[src/rtl/lwe_pkg.sv]
package lwe_pkg;

   typedef enum logic [1:0] {
      SEQ_IDLE = 2'd0,
      SEQ_RUN  = 2'd1,
      SEQ_DONE = 2'd2
   } seq_state_e;

   typedef struct packed {
      logic vld;
      logic odd;
   } slot_t;

   localparam slot_t SLOT_NONE = '{vld: 1'b0, odd: 1'b0};

endpackage

[src/rtl/lwe_in_align.sv]
module lwe_in_align #(
   parameter int IN_LEAD = 1
) (
   input  logic clk,
   input  logic rst_n,
   input  logic half_en,
   input  logic wen_in,
   input  logic in_shift,
   output logic wen_al,
   output logic line_start
);

   localparam int DEPTH = IN_LEAD + 1;

   if (IN_LEAD < 1) begin : g_bad_lead
      $error("lwe_in_align: IN_LEAD must be at least 1");
   end

   logic [DEPTH-1:0] stg;
   logic             wen_al_d;

   always_ff @(posedge clk or negedge rst_n) begin
      if (!rst_n) begin
         stg[0] <= 1'b0;
      end else if (half_en) begin
         stg[0] <= wen_in;
      end
   end

   for (genvar i = 1; i < DEPTH; i++) begin : g_stage
      always_ff @(posedge clk or negedge rst_n) begin
         if (!rst_n) begin
            stg[i] <= 1'b0;
         end else if (half_en) begin
            stg[i] <= stg[i-1];
         end
      end
   end

   assign wen_al = in_shift ? stg[DEPTH-1] : stg[0];

   always_ff @(posedge clk or negedge rst_n) begin
      if (!rst_n) begin
         wen_al_d <= 1'b0;
      end else begin
         wen_al_d <= wen_al;
      end
   end

   assign line_start = wen_al & ~wen_al_d;


   sample_gate_chk: assert property (@(posedge clk) disable iff (!rst_n)
      !half_en |=> $stable(stg[0]));

endmodule

[src/rtl/lwe_slot_seq.sv]
module lwe_slot_seq
   import lwe_pkg::*;
#(
   parameter int CNT_W  = 8,
   parameter int UNIT   = 4,
   parameter int SKEW   = 2,
   parameter int SLOT_W = CNT_W + $clog2(UNIT) + 3
) (
   input  logic             clk,
   input  logic             rst_n,
   input  logic             line_start,
   input  logic             wen_al,
   input  logic             dto_req,
   input  logic [CNT_W-1:0] prog,
   input  logic             split,
   output slot_t            slot_q
);

   if (UNIT < 1) begin : g_bad_unit
      $error("lwe_slot_seq: UNIT must be at least 1");
   end
   if (SKEW < 0) begin : g_bad_skew
      $error("lwe_slot_seq: SKEW must not be negative");
   end
   if (SLOT_W < CNT_W + $clog2(UNIT) + 2) begin : g_bad_width
      $error("lwe_slot_seq: SLOT_W too narrow for the doubled line");
   end

   seq_state_e        st;
   logic [SLOT_W-1:0] cnt;
   logic [SLOT_W-1:0] t_len;
   logic [SLOT_W-1:0] total;
   logic [SLOT_W-1:0] half;
   logic              advance;
   logic              last;
   slot_t             slot_d;

   assign t_len   = (SLOT_W'(prog) + SLOT_W'(1)) * SLOT_W'(UNIT);
   assign total   = split ? ((t_len + SLOT_W'(SKEW)) << 1) : t_len;
   assign advance = (st == SEQ_RUN) && (wen_al ? dto_req : 1'b1);
   assign last    = (cnt == total - SLOT_W'(1));
   assign half    = cnt >> 1;

   always_comb begin
      slot_d = SLOT_NONE;
      if (advance) begin
         if (!split) begin
            slot_d.vld = 1'b1;
         end else if (!cnt[0]) begin
            slot_d.vld = (half < t_len);
         end else begin
            slot_d.vld = (half >= SLOT_W'(SKEW));
            slot_d.odd = 1'b1;
         end
      end
   end

   always_ff @(posedge clk or negedge rst_n) begin
      if (!rst_n) begin
         st  <= SEQ_IDLE;
         cnt <= '0;
      end else if (line_start) begin
         st  <= SEQ_RUN;
         cnt <= '0;
      end else if (advance) begin
         cnt <= cnt + SLOT_W'(1);
         if (last) begin
            st <= SEQ_DONE;
         end
      end
   end

   always_ff @(posedge clk or negedge rst_n) begin
      if (!rst_n) begin
         slot_q <= SLOT_NONE;
      end else begin
         slot_q <= slot_d;
      end
   end


   start_clear_chk: assert property (@(posedge clk) disable iff (!rst_n)
      line_start |=> (cnt == '0) && (st == SEQ_RUN));


   cnt_bound_chk: assert property (@(posedge clk) disable iff (!rst_n)
      (st == SEQ_RUN) |-> (cnt < total));


   wait_req_chk: assert property (@(posedge clk) disable iff (!rst_n)
      (st == SEQ_RUN && wen_al && !dto_req && !line_start) |=> (cnt == $past(cnt)));


   drain_rate_chk: assert property (@(posedge clk) disable iff (!rst_n)
      (st == SEQ_RUN && !wen_al && !line_start) |=>
         ((cnt == $past(cnt) + SLOT_W'(1)) || (st == SEQ_DONE)));


   done_silent_chk: assert property (@(posedge clk) disable iff (!rst_n)
      (st == SEQ_DONE && $past(st) == SEQ_DONE) |-> !slot_q.vld);

endmodule

[src/rtl/lwe_out_phase.sv]
module lwe_out_phase
   import lwe_pkg::*;
#(
   parameter int OUT_LEAD = 1
) (
   input  logic  clk,
   input  logic  rst_n,
   input  slot_t slot_in,
   input  logic  out_shift,
   input  logic  split,
   output logic  we_out,
   output logic  we_odd
);

   if (OUT_LEAD < 1) begin : g_bad_lead
      $error("lwe_out_phase: OUT_LEAD must be at least 1");
   end

   slot_t pipe [OUT_LEAD+1];
   slot_t sel;

   always_ff @(posedge clk or negedge rst_n) begin
      if (!rst_n) begin
         pipe[0] <= SLOT_NONE;
      end else begin
         pipe[0] <= slot_in;
      end
   end

   for (genvar i = 1; i <= OUT_LEAD; i++) begin : g_pipe
      always_ff @(posedge clk or negedge rst_n) begin
         if (!rst_n) begin
            pipe[i] <= SLOT_NONE;
         end else begin
            pipe[i] <= pipe[i-1];
         end
      end
   end

   assign sel    = out_shift ? pipe[0] : pipe[OUT_LEAD];
   assign we_out = sel.vld & ~sel.odd;
   assign we_odd = sel.vld & sel.odd;


   excl_en_chk: assert property (@(posedge clk) disable iff (!rst_n)
      !(we_out && we_odd));


   odd_quiet_chk: assert property (@(posedge clk) disable iff (!rst_n)
      (!split && $past(!split) && $past(!split, 2) && $past(!split, 3)) |-> !we_odd);

endmodule

[src/rtl/lwe_line_seq.sv]
module lwe_line_seq
   import lwe_pkg::*;
#(
   parameter int CNT_W    = 8,
   parameter int UNIT     = 4,
   parameter int SKEW     = 2,
   parameter int IN_LEAD  = 1,
   parameter int OUT_LEAD = 1
) (
   input  logic             clk,
   input  logic             rst_n,
   input  logic             half_en,
   input  logic             wen_in,
   input  logic             dto_req,
   input  logic [CNT_W-1:0] prog,
   input  logic             in_shift,
   input  logic             out_shift,
   input  logic             split,
   output logic             we_out,
   output logic             we_odd
);

   localparam int SLOT_W = CNT_W + $clog2(UNIT) + 3;

   logic  wen_al;
   logic  line_start;
   slot_t slot_q;

   lwe_in_align #(.IN_LEAD(IN_LEAD)) u_align (
      .clk        (clk),
      .rst_n      (rst_n),
      .half_en    (half_en),
      .wen_in     (wen_in),
      .in_shift   (in_shift),
      .wen_al     (wen_al),
      .line_start (line_start)
   );

   lwe_slot_seq #(
      .CNT_W  (CNT_W),
      .UNIT   (UNIT),
      .SKEW   (SKEW),
      .SLOT_W (SLOT_W)
   ) u_seq (
      .clk        (clk),
      .rst_n      (rst_n),
      .line_start (line_start),
      .wen_al     (wen_al),
      .dto_req    (dto_req),
      .prog       (prog),
      .split      (split),
      .slot_q     (slot_q)
   );

   lwe_out_phase #(.OUT_LEAD(OUT_LEAD)) u_out (
      .clk       (clk),
      .rst_n     (rst_n),
      .slot_in   (slot_q),
      .out_shift (out_shift),
      .split     (split),
      .we_out    (we_out),
      .we_odd    (we_odd)
   );


   reset_quiet_chk: assert property (@(posedge clk)
      !rst_n |=> !we_out && !we_odd);

endmodule

[config.mk]
export PLATFORM = sky130hd
export DESIGN_NAME = lwe_line_seq
export DESIGN_NICKNAME = d
export VERILOG_FILES = /design/src/rtl/lwe_pkg.sv /design/src/rtl/lwe_in_align.sv /design/src/rtl/lwe_slot_seq.sv /design/src/rtl/lwe_out_phase.sv /design/src/rtl/lwe_line_seq.sv
export SDC_FILE = /design/constraint.sdc
export NUM_CORES = 1
export LEC_CHECK = 0
export ABC_AREA = 1
export BUFFER_PORTS_ARGS = -buffer_cell sky130_fd_sc_hd__buf_4
export CORE_ASPECT_RATIO = 0.7
export CORE_UTILIZATION = 30
export CTS_CLUSTER_SIZE = 28
export DETAILED_ROUTE_END_ITERATION = 10
export PLACE_DENSITY_LB_ADDON = 0.05
export REMOVE_ABC_BUFFERS = 1
export SYNTH_ARGS = -nofsm -noshare
export SYNTH_HDL_FRONTEND = slang
export SYNTH_SLANG_ARGS = --single-unit
export TNS_END_PERCENT = 20
[constraint.sdc]
create_clock -name clk -period 3.8 [get_ports clk]
set_input_delay 0.38 -clock clk [delete_from_list [all_inputs] [get_ports clk]]
set_output_delay 0.38 -clock clk [all_outputs]
set_load 0.01 [all_outputs]
After elaboration in Yosys (flattened, before gate mapping)
Index checks and enable logic that the tools add are counted.
{"block": "word_totals", "regBits": 24, "in_bits": 16, "out_inout_bits": 2}
{"block": "classes", "addsub": 4, "magnitude_cmp": 2, "n_eq_ne": 2, "mux": 14, "bitwise": 5, "n_reduce_logical": 4}
{"op": "13-bit 2-to-1 mux", "n": 3}
{"op": "13-bit by 1-bit adder with 13-bit output, second input constant", "n": 1}
{"op": "13-bit equality test", "n": 1}
{"op": "12-bit by 13-bit less-than comparator with 1-bit output", "n": 1}
{"op": "13-bit by 1-bit subtractor with 13-bit output, second input constant", "n": 1}
{"op": "12-bit by 2-bit adder with 12-bit output, second input constant", "n": 1}
{"op": "12-bit by 2-bit >= comparator with 1-bit output, second input constant", "n": 1}
{"op": "2-bit 2-to-1 mux", "n": 5}
{"op": "8-bit by 1-bit adder with 9-bit output, second input constant", "n": 1}
{"op": "1-bit 2-to-1 mux", "n": 6}
{"op": "2-bit nonzero test", "n": 2}
{"op": "1-bit AND", "n": 3}
{"op": "2-bit by 1-bit equality test with 1-bit output, second input constant", "n": 1}
{"op": "1-bit NOT", "n": 2}
{"op": "2-bit AND reduction", "n": 1}
{"op": "1-bit logical AND", "n": 1}

Logic depth before layout (Yosys ltp)
Gate-level depths: netlist of the first run.
{"block": "depth", "ltp_word": 8, "mapped_depth": 18, "mapped_depth_nobuf": 18}

Cells and area by module
A second synthesis of the first run with hierarchy kept.
{"block": "hier_totals", "hier_cells": 329, "area_unflattened_um2": 2180.8}
{"module": "lwe_slot_seq", "instances": 1, "cells_per_inst": 294, "area_each_um2": 1890.6, "seq_area_each_um2": 425.4}
{"module": "lwe_out_phase", "instances": 1, "cells_per_inst": 20, "area_each_um2": 160.2, "seq_area_each_um2": 100.1}
{"module": "lwe_in_align", "instances": 1, "cells_per_inst": 15, "area_each_um2": 130.1, "seq_area_each_um2": 75.1}

Worst setup path before layout of the first run
OpenSTA, ideal clock, no wires.
{"block": "synth_timing", "path_kind": "input port to flip-flop", "startpoint": "input port prog[0]", "endpoint": "register u_seq.slot_q[1] (netlist name)", "setup_time_ps": 78, "t_arrival_ps": 1854, "setup_slack_ps": 1867, "cell_stages": 13, "path_buffers": 0, "path_cell_list": "ha_1 > nand2_1 > nand2_2 > ha_1 > a21oi_1 > o21ai_0 > nand3_1 > nand2_1 > o21ai_0 > a21oi_1 > o21bai_1 > nand2_1 > a21oi_1"}
{"item": "from (decl)", "line_no": "lwe_line_seq.sv:15", "source": "input logic [CNT_W-1:0] prog,"}

==> results.json, run 1 <==
{
  "critPathArrivalTime_ns": 2.36,
  "postRouteAntennaNets": 0,
  "area_delta_synth_final_pct": 13.9,
  "irDropWorstVdd_mv": 0.123,
  "grt_start_max_net_pins": 25,
  "maxCapViolCount": 0,
  "fin_crit_sh_pct": 57.0,
  "fill_cells": 713,
  "numPortBuffers": 17,
  "ys_warn_count": 0,
  "rsz0062_at_grt": "no",
  "worstSetupStartpoint": "prog[0]",
  "synth.largest_area_cell": "dfrtp_1",
  "fin_area_sq_mm": 0.00231,
  "first_iter_violations": 151,
  "fin_skew_ns": 0.00395,
  "firstDrtPassIters": 4,
  "setup_tns_ns": 0,
  "post_cts_buffers": 0,
  "synth_area_leaders": "dfrtp_1 (30%), nand2_1 (17%), nand3_1 (8.1%)",
  "worstRegToRegCells": 8,
  "relSlewSlack_pct": 68.1,
  "diodes": 0,
  "start_kind": "input port",
  "wl_microns": 5180,
  "start_util_pct": 31.8,
  "path_clk_slew_ns": 0.08,
  "holdWs_ns": 0.00297,
  "drc_errors": 0,
  "placed_cell_area_sq_mm": 0.00226,
  "htree_levels": 1,
  "cts_tree": "yes",
  "viasPerCell": 4.66,
  "vias": 1949,
  "gr-usage-all-layers_pct": 16.0,
  "post_cts_resized": 0,
  "syn_area_sq_mm": 0.00203,
  "cp_cell_sequence": "buf_4, ha_1, nand2_1, nand2_2, ha_1, a21oi_1, o21ai_0, nand3_1, nand2_1, o21ai_0, a21oi_1, o21bai_1, nand2_1, a21oi_1",
  "regToRegSetupSlack_ns": 1.73,
  "final_layout_size_suffix_gt1_share_pct": 16.5,
  "final_cell_mix": "nand2_1 (94), inv_1 (42), nand3_1 (33)",
  "powerDensity_mw_per_mm2": 300,
  "die_w_microns": 100,
  "crit_required_ns": 3.99,
  "layout.cells.most_common": "nand2_1",
  "cpMaxStageDelayCell": "ha_1",
  "r2r-end": "u_seq.cnt[12]",
  "ys_seq_area_share_pct": 29.6,
  "max_stage_delay_ns": 0.30,
  "antenna_found_initial": 0,
  "crit_type": "in2reg",
  "top_layer": "met3",
  "yosysUniqueCellTypes": 33,
  "p_total_w": 0.000695,
  "met1_length_microns": 2930,
  "crit_path_end_kind": "flip-flop",
  "synth_top_area_share_pct": 29.6,
  "grt_pass1_vias": 1775,
  "cts_hold_buf": 0,
  "synth-seq-cells": 24,
  "die_y_microns": 70.9,
  "finalCriticalPeriod_ns": 2.17,
  "final_nets": 352,
  "timing.fmax_ghz": 0.462,
  "coreArea_sq_mm": 0.00640,
  "finalSetupViolCount": 0,
  "rows": 24,
  "io_pins": 18,
  "leakage_nw": 1.19,
  "clock_path_buffers": 2,
  "worstReg2RegStart": "u_seq.cnt[4]",
  "critPathMaxFanout": 8,
  "slew_violations": 0,
  "hpwlAfterDp_microns": 4220,
  "outcome": "completed",
  "grt_overflow_total": 0,
  "finalHoldViolCount": 0,
  "worstMarginPinSlew_ns": 0.474,
  "cts.sinks": 24,
  "gp_congestion": 0.818,
  "grt_pass1_wl_microns": 8890,
  "final_util_pct": 36.2,
  "dieArea_sq_mm": 0.00711,
  "clock_latency_ns": 0.26,
  "cts_made_buffers": 3,
  "synthCells": 309,
  "min_path_type": "in2async",
  "post_drt_wl_per_cell_microns": 12.4,
  "avgSynthCellArea_sq_um": 6.58,
  "dr_wl_met3_microns": 267,
  "cts_root_buffer": "clkbuf_8",
  "met2_length_microns": 1970
}
-- worst max-delay path: cells and delay by family --
| kind | cells | cell delay (ns) |
|---|---|---|
| AO/OA/AOI/OAI | 6 | 0.81 |
| AND/OR/NAND/NOR | 5 | 0.46 |
| adder cells (fa/ha/maj) | 2 | 0.55 |
| buffers and inverters | 1 | 0.15 |
-- power breakdown --
group          internal [W]  switching [W]
combinational     0.0000771       0.000136
clock             0.0000924      0.0000788
sequential         0.000288      0.0000233
-- synthesized netlist by cell type --
cell / instances
nand2_1: 94
inv_1: 42
nand3_1: 33
dfrtp_1: 24
nor2_1: 18
a21oi_1: 14
o21ai_0: 12
nor3_1: 11
nand2_2: 10
ha_1: 8
nor2_2: 5
nand3_2: 4
inv_2: 3
nand2_4: 3
nand4_1: 3
nor4_1: 3
a211oi_1: 2
a31oi_1: 2
buf_2: 2
nor2_4: 2
o21bai_1: 2
a21oi_2: 1
and2_1: 1
clkbuf_1: 1
clkinv_2: 1
clkinv_4: 1
mux2i_1: 1
nand3_4: 1
nand3b_1: 1
nor2_8: 1
nor3_2: 1
o21ai_1: 1
xor2_1: 1
-- how the worst max path moves through the flow --
| stage | endpoint | slack (ns) | cells after the start |
|---|---|---|---|
| floorplan | u_seq.slot_q[1] | 1.87 | 13 |
| global placement | u_seq.slot_q[1] | 1.31 | 14 |
| detailed placement | u_seq.slot_q[1] | 1.32 | 14 |
| CTS | u_seq.slot_q[1] | 1.60 | 14 |
| global route | u_seq.slot_q[1] | 1.43 | 14 |
| finish | u_seq.slot_q[1] | 1.63 | 14 |
-- metal layers --
metal,track usage [%],vias up
li1,-,1037
met1,26.7,873
met2,21.8,39
met3,3.36,0
met4,0.483,0
met5,0,-
-- logic make-up after synthesis --
logic type | after synthesis | share of synthesized area, %
buffers and inverters | 50 | 9.67
XOR/XNOR | 1 | 0.431
adder cells (fa/ha/maj) | 8 | 4.93
flip-flops | 24 | 29.6
AO/OA/AOI/OAI | 34 | 9.17
AND/OR/NAND/NOR | 191 | 45.8
multiplexers | 1 | 0.493
-- through the flow --
step | setup WS (ns) | std cells
2_1_floorplan | 1.87 | 306
3_3_place_gp | 1.31 | 414
3_5_place_dp | 1.32 | 414
4_1_cts | 1.60 | 418
5_1_grt | 1.43 | 418
6_report | 1.63 | 418
-- state kept, by name (all words and copies together), names as in the netlist --
name              count
u_seq.slot_q          2
u_seq.st              2
u_seq.cnt            13
u_align.wen_al_d      1
u_out.pipe            4
u_align.stg           2
-- layout make-up --
cell class / instances / area, sq um / area share, %
well taps: 91 / 114 / 4.92
inverters: 47 / 183 / 7.89
repair buffers: 17 / 128 / 5.51
clock buffers: 4 / 55.1 / 2.38
multi-input cells: 235 / 1230 / 53.4
flip-flops and latches: 24 / 601 / 25.9
Note: power is estimated with default switching activity, not from simulation.
==> inputs of run 2 (changes only) <==
ABC_AREA = 0   (was 1)
clock period = 1.84 ns   (was 3.8 ns; I/O delays follow)
==> results.json, run 2 <==
{
  "outcome": "finished with violations",
  "violations": "negative setup slack",
  "final_nets": 322,
  "dieArea_sq_mm": 0.00690,
  "grt_use_met1_pct": 28.2,
  "p_int_w": 0.00113,
  "finalSetupViolCount": 3,
  "p_seq_share_pct": 41.0,
  "grt_pass1_wl_microns": 9180,
  "critPathMaxFanout": 6,
  "fin_crit_sh_pct": 108,
  "io_pins": 18,
  "crit_path_end_kind": "flip-flop",
  "gp_congestion": 0.773,
  "final_cell_mix": "buf_4 (66), nor2_1 (25), dfrtp_1 (24)",
  "diodes": 0,
  "hpwlAfterDp_microns": 4290,
  "leakage_nw": 1.24,
  "largest_reg_flops": 13,
  "cts_tree": "yes",
  "synth.largest_area_cell": "dfrtp_1",
  "postRouteAntennaNets": 0,
  "finalHoldViolCount": 0,
  "min_path_type": "in2reg",
  "finalCriticalPeriod_ns": 1.99,
  "fin_skew_ns": 0.00581,
  "combPwrFrac_pct": 37.6,
  "synthCells": 235,
  "synth_xor_area_share_pct": 10.2,
  "crit_required_ns": 2.00,
  "clock_path_buffers": 2,
  "antenna_found_initial": 0,
  "synth_ff_type": "dfrtp_1",
  "async_reset_ff_share_pct": 100,
  "yosysUniqueCellTypes": 56,
  "synthAdderAreaFrac_pct": 5.08,
  "met3_usage_pct": 2.72,
  "htree_levels": 1,
  "firstDrtPassIters": 4,
  "yosysMostFrequentCell": "nor2_1",
  "holdWs_ns": 0.147,
  "synth_simple_gate_area_share_pct": 27.3,
  "synth_area_leaders": "dfrtp_1 (30%), xor2_1 (7.1%), ha_1 (5.1%)",
  "top_register": "u_seq.cnt",
  "relSlewSlack_pct": 71.2,
  "gr-usage-all-layers_pct": 16.8,
  "p_sw_share_pct": 33.9,
  "post_drt_wl_per_cell_microns": 14.6,
  "vias": 1908,
  "fin_area_sq_mm": 0.00276,
  "cp_cell_sequence": "buf_8, ha_4, buf_6, inv_2, a311o_1, a221o_1, o221a_1, nor3_4, nor4_4, a32o_2",
  "top_usage_layer": "met1",
  "grt_pass1_vias": 1764,
  "path_clk_slew_ns": 0.08,
  "area_delta_synth_final_pct": 39.9,
  "power_switching_w": 0.000578,
  "rows": 24,
  "drc_errors": 0,
  "syn_area_sq_mm": 0.00197,
  "cts.sinks": 24,
  "cts_made_buffers": 3,
  "max_stage_delay_ns": 0.40,
  "irDropWorstVdd_mv": 0.509,
  "die_w_microns": 98.9,
  "grt_start_max_net_pins": 25,
  "ys_warn_count": 0,
  "synth-compound-area-share_pct": 17.8,
  "die_y_microns": 69.8,
  "synth_top_family_by_area": "simple AND/OR/NAND/NOR gates",
  "p_total_w": 0.00171,
  "crit_family": "compound AO/OA/AOI/OAI gates",
  "coreArea_sq_mm": 0.00628,
  "placed_cell_area_sq_mm": 0.00254,
  "first_iter_violations": 83,
  "rsz0062_at_grt": "yes",
  "critPathArrivalTime_ns": 2.16,
  "fin_cells": 375,
  "layout.cells.most_common": "buf_4",
  "pwr-share-clk_pct": 21.3,
  "viasPerCell": 5.09,
  "powerDensity_mw_per_mm2": 619,
  "timing.fmax_ghz": 0.501,
  "start_kind": "input port",
  "crit_type": "in2reg",
  "placed_cells": 368,
  "synth-seq-cells": 24,
  "clock_latency_ns": 0.27,
  "avgSynthCellArea_sq_um": 8.39,
  "worstMarginPinSlew_ns": 0.426,
  "reg_top3": "u_seq.cnt: 13 flops, u_out.pipe: 4 flops",
  "cpMaxStageDelayCell": "a221o_1",
  "grtUsageMet2_pct": 21.7,
  "ys_seq_area_share_pct": 30.5,
  "final_layout_size_suffix_gt1_share_pct": 33.7,
  "numPortBuffers": 17,
  "synth_top_area_share_pct": 30.5,
  "grt_overflow_total": 0,
  "pre_cts_ws_ns": -0.774,
  "maxCapViolCount": 0,
  "cts_root_buffer": "clkbuf_8",
  "synth-edff-count": 0,
  "slew_violations": 0,
  "synth_commonest_cells": "nor2_1 (26), dfrtp_1 (24), nand2_1 (16), xor2_1 (16), nand3_1 (12)",
  "synth.area.mux_share_pct": 2.73,
  "wl_microns": 5480,
  "crit_buf_inv": 3,
  "start_util_pct": 31.4,
  "fin_ws_ns": -0.154
}
-- run 2: power groups by stage --
stage / clock network, W / registers [W] / logic, W
2_1_floorplan: 0 / 0.000690 / 0.000311
3_3_place_gp: 0 / 0.000710 / 0.000606
3_5_place_dp: 0 / 0.000708 / 0.000602
4_1_cts: 0.000379 / 0.000699 / 0.000634
5_1_grt: 0.000398 / 0.000710 / 0.000714
6_report: 0.000364 / 0.000700 / 0.000642
-- run 2: cell type report --
class,count,area [sq um]
clock buffer,4,55.1
inverter,10,37.5
multi-input combinational,184,1350
timing repair buffer,75,617
tap,78,97.6
sequential,24,601
fill,630,3520
-- run 2: worst reg2reg max path, delay by kind of cell, from the launching register on --
kind / cells / cell delay (ns)
buffers and inverters: 1 / 0.15
and+or+nand+nor: 4 / 0.63
DFF: 1 / 0.41
AOI/OAI and AO/OA: 2 / 0.36
muxes: 1 / 0.29
-- run 2: per-stage QoR --
step	setup TNS [ns]	util (%)
2_1_floorplan	-0.981	-
3_3_place_gp	-1.77	40.6
3_5_place_dp	-2.14	40.6
4_1_cts	-0.161	43.4
5_1_grt	-0.593	43.9
6_report	-0.240	43.9
-- run 2: routing by layer --
layer,wire length [microns],vias up
met5,0,-
met4,52,0
met3,170,6
met2,2110,33
met1,3140,896
li1,-,973
-- run 2: path summary, 6_finish.rpt --
path / depth (start not counted) / to / from / slack (ns)
worst max register to register: 8 / u_seq.st[1] / u_align.stg[0] / -0.05
min in group asynchronous: 2 / u_seq.st[0] / rst_n / 0.35
max in group asynchronous: 2 / u_seq.cnt[0] / rst_n / 1.24
worst min-delay path: 2 / u_align.stg[0] / wen_in / 0.15
worst min register to register: 0 / u_out.pipe[2] / u_seq.slot_q[0] / 0.37
worst max-delay path: 10 / u_seq.st[1] / prog[1] / -0.15
-- run 2: logic make-up after synthesis --
group,count (synthesis)
xor gates and xnor gates,23
muxes,5
and+or+nand+nor,100
buffers and inverters,27
adders and majority gates,8
DFF,24
AOI/OAI and AO/OA,48
-- run 2: what timing repair did --
item                                   CTS  global route
gates resized for setup                 21             6
setup endpoints to repair                3             5
hold buffers                             1             0
endpoints found under the hold margin   24             0
buffers inserted                         2             0
pin swaps                               12             1
==> inputs of run 3 (changes only) <==
--- a/config.mk
+++ b/config.mk
@@ -16,4 +16,5 @@
 export SYNTH_ARGS = -nofsm -noshare
 export SYNTH_HDL_FRONTEND = slang
+export SYNTH_HIERARCHICAL = 1
 export SYNTH_SLANG_ARGS = --single-unit
 export TNS_END_PERCENT = 20
==> constraint.sdc (replaced) <==
create_clock -name clk -period 1.84 [get_ports clk]
set_input_delay 0.184 -clock clk [delete_from_list [all_inputs] [get_ports clk]]
set_output_delay 0.184 -clock clk [all_outputs]
set_load 0.02 [all_outputs]
==> results.json, run 3 <==
{
  "r2r-end": "u_seq/st[0]",
  "die_w_microns": 96.9,
  "synth.largest_area_cell": "dfrtp_1",
  "finalCriticalPeriod_ns": 2.09,
  "fin_ws_ns": -0.250,
  "worstMarginPinSlew_ns": 0.354,
  "max_stage_delay_ns": 0.39,
  "final_nets": 308,
  "fin_skew_ns": 0.00437,
  "pre_cts_ws_ns": -0.618,
  "grt_pass1_wl_microns": 8570,
  "outcome": "finished with violations",
  "synth_ff_type": "dfrtp_1",
  "maxCapViolCount": 0,
  "met3_usage_pct": 3.17,
  "start_util_pct": 32.0,
  "path_clk_slew_ns": 0.08,
  "cpMaxStageDelayCell": "or3_4",
  "finalHoldViolCount": 0,
  "io_pins": 18,
  "synth_top_family_by_area": "simple AND/OR/NAND/NOR gates",
  "cp_cell_sequence": "buf_6, ha_4, xor2_2, or3_4, buf_6, a311oi_4, o22ai_1, a2111oi_2, nand4b_1, o21a_1",
  "grt_use_met1_pct": 25.5,
  "first_iter_violations": 88,
  "viasPerCell": 4.92,
  "crit_family": "compound AO/OA/AOI/OAI gates",
  "reg_top3": "u_seq/cnt: 13 flops, u_out/pipe: 4 flops",
  "fin_crit_sh_pct": 114,
  "syn_area_sq_mm": 0.00189,
  "synth_area_leaders": "dfrtp_1 (32%), ha_1 (5.3%), xor2_1 (4.2%)",
  "slew_violations": 0,
  "regToRegSetupSlack_ns": -0.21,
  "placed_cell_area_sq_mm": 0.00241,
  "fin_area_sq_mm": 0.00266,
  "clock_path_buffers": 2,
  "top_usage_layer": "met1",
  "ys_seq_area_share_pct": 31.8,
  "cp-endpoint": "u_seq/st[0]",
  "final_cell_mix": "buf_4 (64), dfrtp_1 (24), nor2_1 (15)",
  "synth-edff-count": 0,
  "min_path_type": "in2reg",
  "synthCells": 221,
  "htree_levels": 1,
  "path_depth": 10,
  "start_kind": "input port",
  "synth.area.mux_share_pct": 4.11,
  "avgSynthCellArea_sq_um": 8.55,
  "finalSetupViolCount": 6,
  "rows": 23,
  "dieArea_sq_mm": 0.00662,
  "worstReg2RegStart": "u_align/stg[0]",
  "crit_path_end_kind": "flip-flop",
  "worstSetupStartpoint": "prog[1]",
  "cts_made_buffers": 3,
  "async_reset_ff_share_pct": 100,
  "setup_tns_ns": -0.661,
  "rsz0062_at_grt": "yes",
  "worstRegToRegCells": 9,
  "fin_cells": 358,
  "ys_warn_count": 6,
  "firstDrtPassIters": 4,
  "layout.cells.most_common": "buf_4",
  "crit_required_ns": 2.00,
  "crit_buf_inv": 2,
  "top_register": "u_seq/cnt",
  "synthAdderAreaFrac_pct": 5.83,
  "drc_errors": 0,
  "antenna_found_initial": 0,
  "critPathMaxFanout": 6,
  "cpMostUsedCell": "buf_6",
  "placed_cells": 349,
  "yosysUniqueCellTypes": 53,
  "cts_root_buffer": "clkbuf_8",
  "synth-compound-area-share_pct": 17.3,
  "clock_latency_ns": 0.27,
  "postRouteAntennaNets": 0,
  "grt_pass1_vias": 1675,
  "vias": 1760,
  "whs_path_depth": 2,
  "irDropWorstVdd_mv": 0.417,
  "leakage_nw": 1.19,
  "synth_xor_area_share_pct": 9.60,
  "powerDensity_mw_per_mm2": 660,
  "synth-seq-cells": 24,
  "synth_top_area_share_pct": 31.8,
  "yosysMostFrequentCell": "dfrtp_1",
  "final_layout_size_suffix_gt1_share_pct": 36.7,
  "gr-usage-all-layers_pct": 16.7,
  "coreArea_sq_mm": 0.00590,
  "cts.sinks": 24,
  "die_y_microns": 68.4,
  "timing.fmax_ghz": 0.478,
  "gp_congestion": 0.804,
  "grt_overflow_total": 0,
  "post_drt_wl_per_cell_microns": 14.0,
  "synth_commonest_cells": "dfrtp_1 (24), nor2_1 (17), a21oi_1 (15), nand2_1 (15), o21ai_0 (12)",
  "numPortBuffers": 17,
  "relSlewSlack_pct": 76.2,
  "violations": "negative setup slack",
  "cts_tree": "yes",
  "largest_reg_flops": 13,
  "grt_start_max_net_pins": 25,
  "diodes": 0,
  "crit_type": "in2reg",
  "area_delta_synth_final_pct": 40.5,
  "wl_microns": 5000,
  "hpwlAfterDp_microns": 3950,
  "holdWs_ns": 0.149,
  "synth_simple_gate_area_share_pct": 26.2,
  "critPathArrivalTime_ns": 2.25,
  "grtUsageMet2_pct": 24.1
}
[run 3: per-stage QoR]
stage                     util [%]  total power, W
after floorplan                  -         0.00102
after global placement        40.8         0.00132
after detailed placement      40.8         0.00132
after CTS                     44.7         0.00177
after global routing          45.0         0.00190
final                         45.0         0.00175
[run 3: area by class of cell]
type,instances,area (sq um)
repair buffers,69,536
multi-input cells,175,1330
well taps,75,93.8
clock buffers,4,55.1
fillers,589,3240
inverters,11,41.3
flip-flops and latches,24,601
[run 3: cells by family after synthesis]
logic type,after synthesis
muxes,7
DFF,24
xor gates and xnor gates,19
adders and majority gates,9
AOI/OAI and AO/OA,50
buffers and inverters,22
and+or+nand+nor,90
[run 3: how the worst min path moves through the flow]
stage,end,slack (ns),start
detailed placement,u_align/stg[0],0.10,rst_n
floorplan,u_align/stg[0],-0.11,rst_n
global placement,u_align/stg[0],0.10,rst_n
global route,u_align/stg[0],0.14,wen_in
CTS,u_align/stg[0],0.14,wen_in
finish,u_align/stg[0],0.15,wen_in
[run 3: worst reg2reg max path: cells and delay by family, from the launching register on]
kind / cells / cell delay, ns
simple gates: 5 / 0.72
compound gates: 3 / 0.53
flops: 1 / 0.39
mux: 1 / 0.30
[run 3: power by group]
group | internal, W | switching [W] | leakage [nW]
Clock | 0.000191 | 0.000169 | 0.0288
Sequential | 0.000614 | 0.0000585 | 0.308
Combinational | 0.000365 | 0.000356 | 0.858
Total | 0.00117 | 0.000584 | 1.19
[run 3: repair_timing]
| item | 4_1_cts | 5_1_grt |
|---|---|---|
| resized for setup | 28 | 5 |
| hold buffers | 1 | 0 |
| endpoints found under the hold margin | 24 | 0 |
| setup buffers | 4 | 0 |
| pin swaps | 13 | 0 |
| setup endpoints to repair | 7 | 12 |
[run 3: metal layers]
layer  share of wire [%]  wire length, microns
met2                  39                  1940
met5                   0                     0
met4                0.24                    12
met1                  58                  2880
met3                 3.2                   161
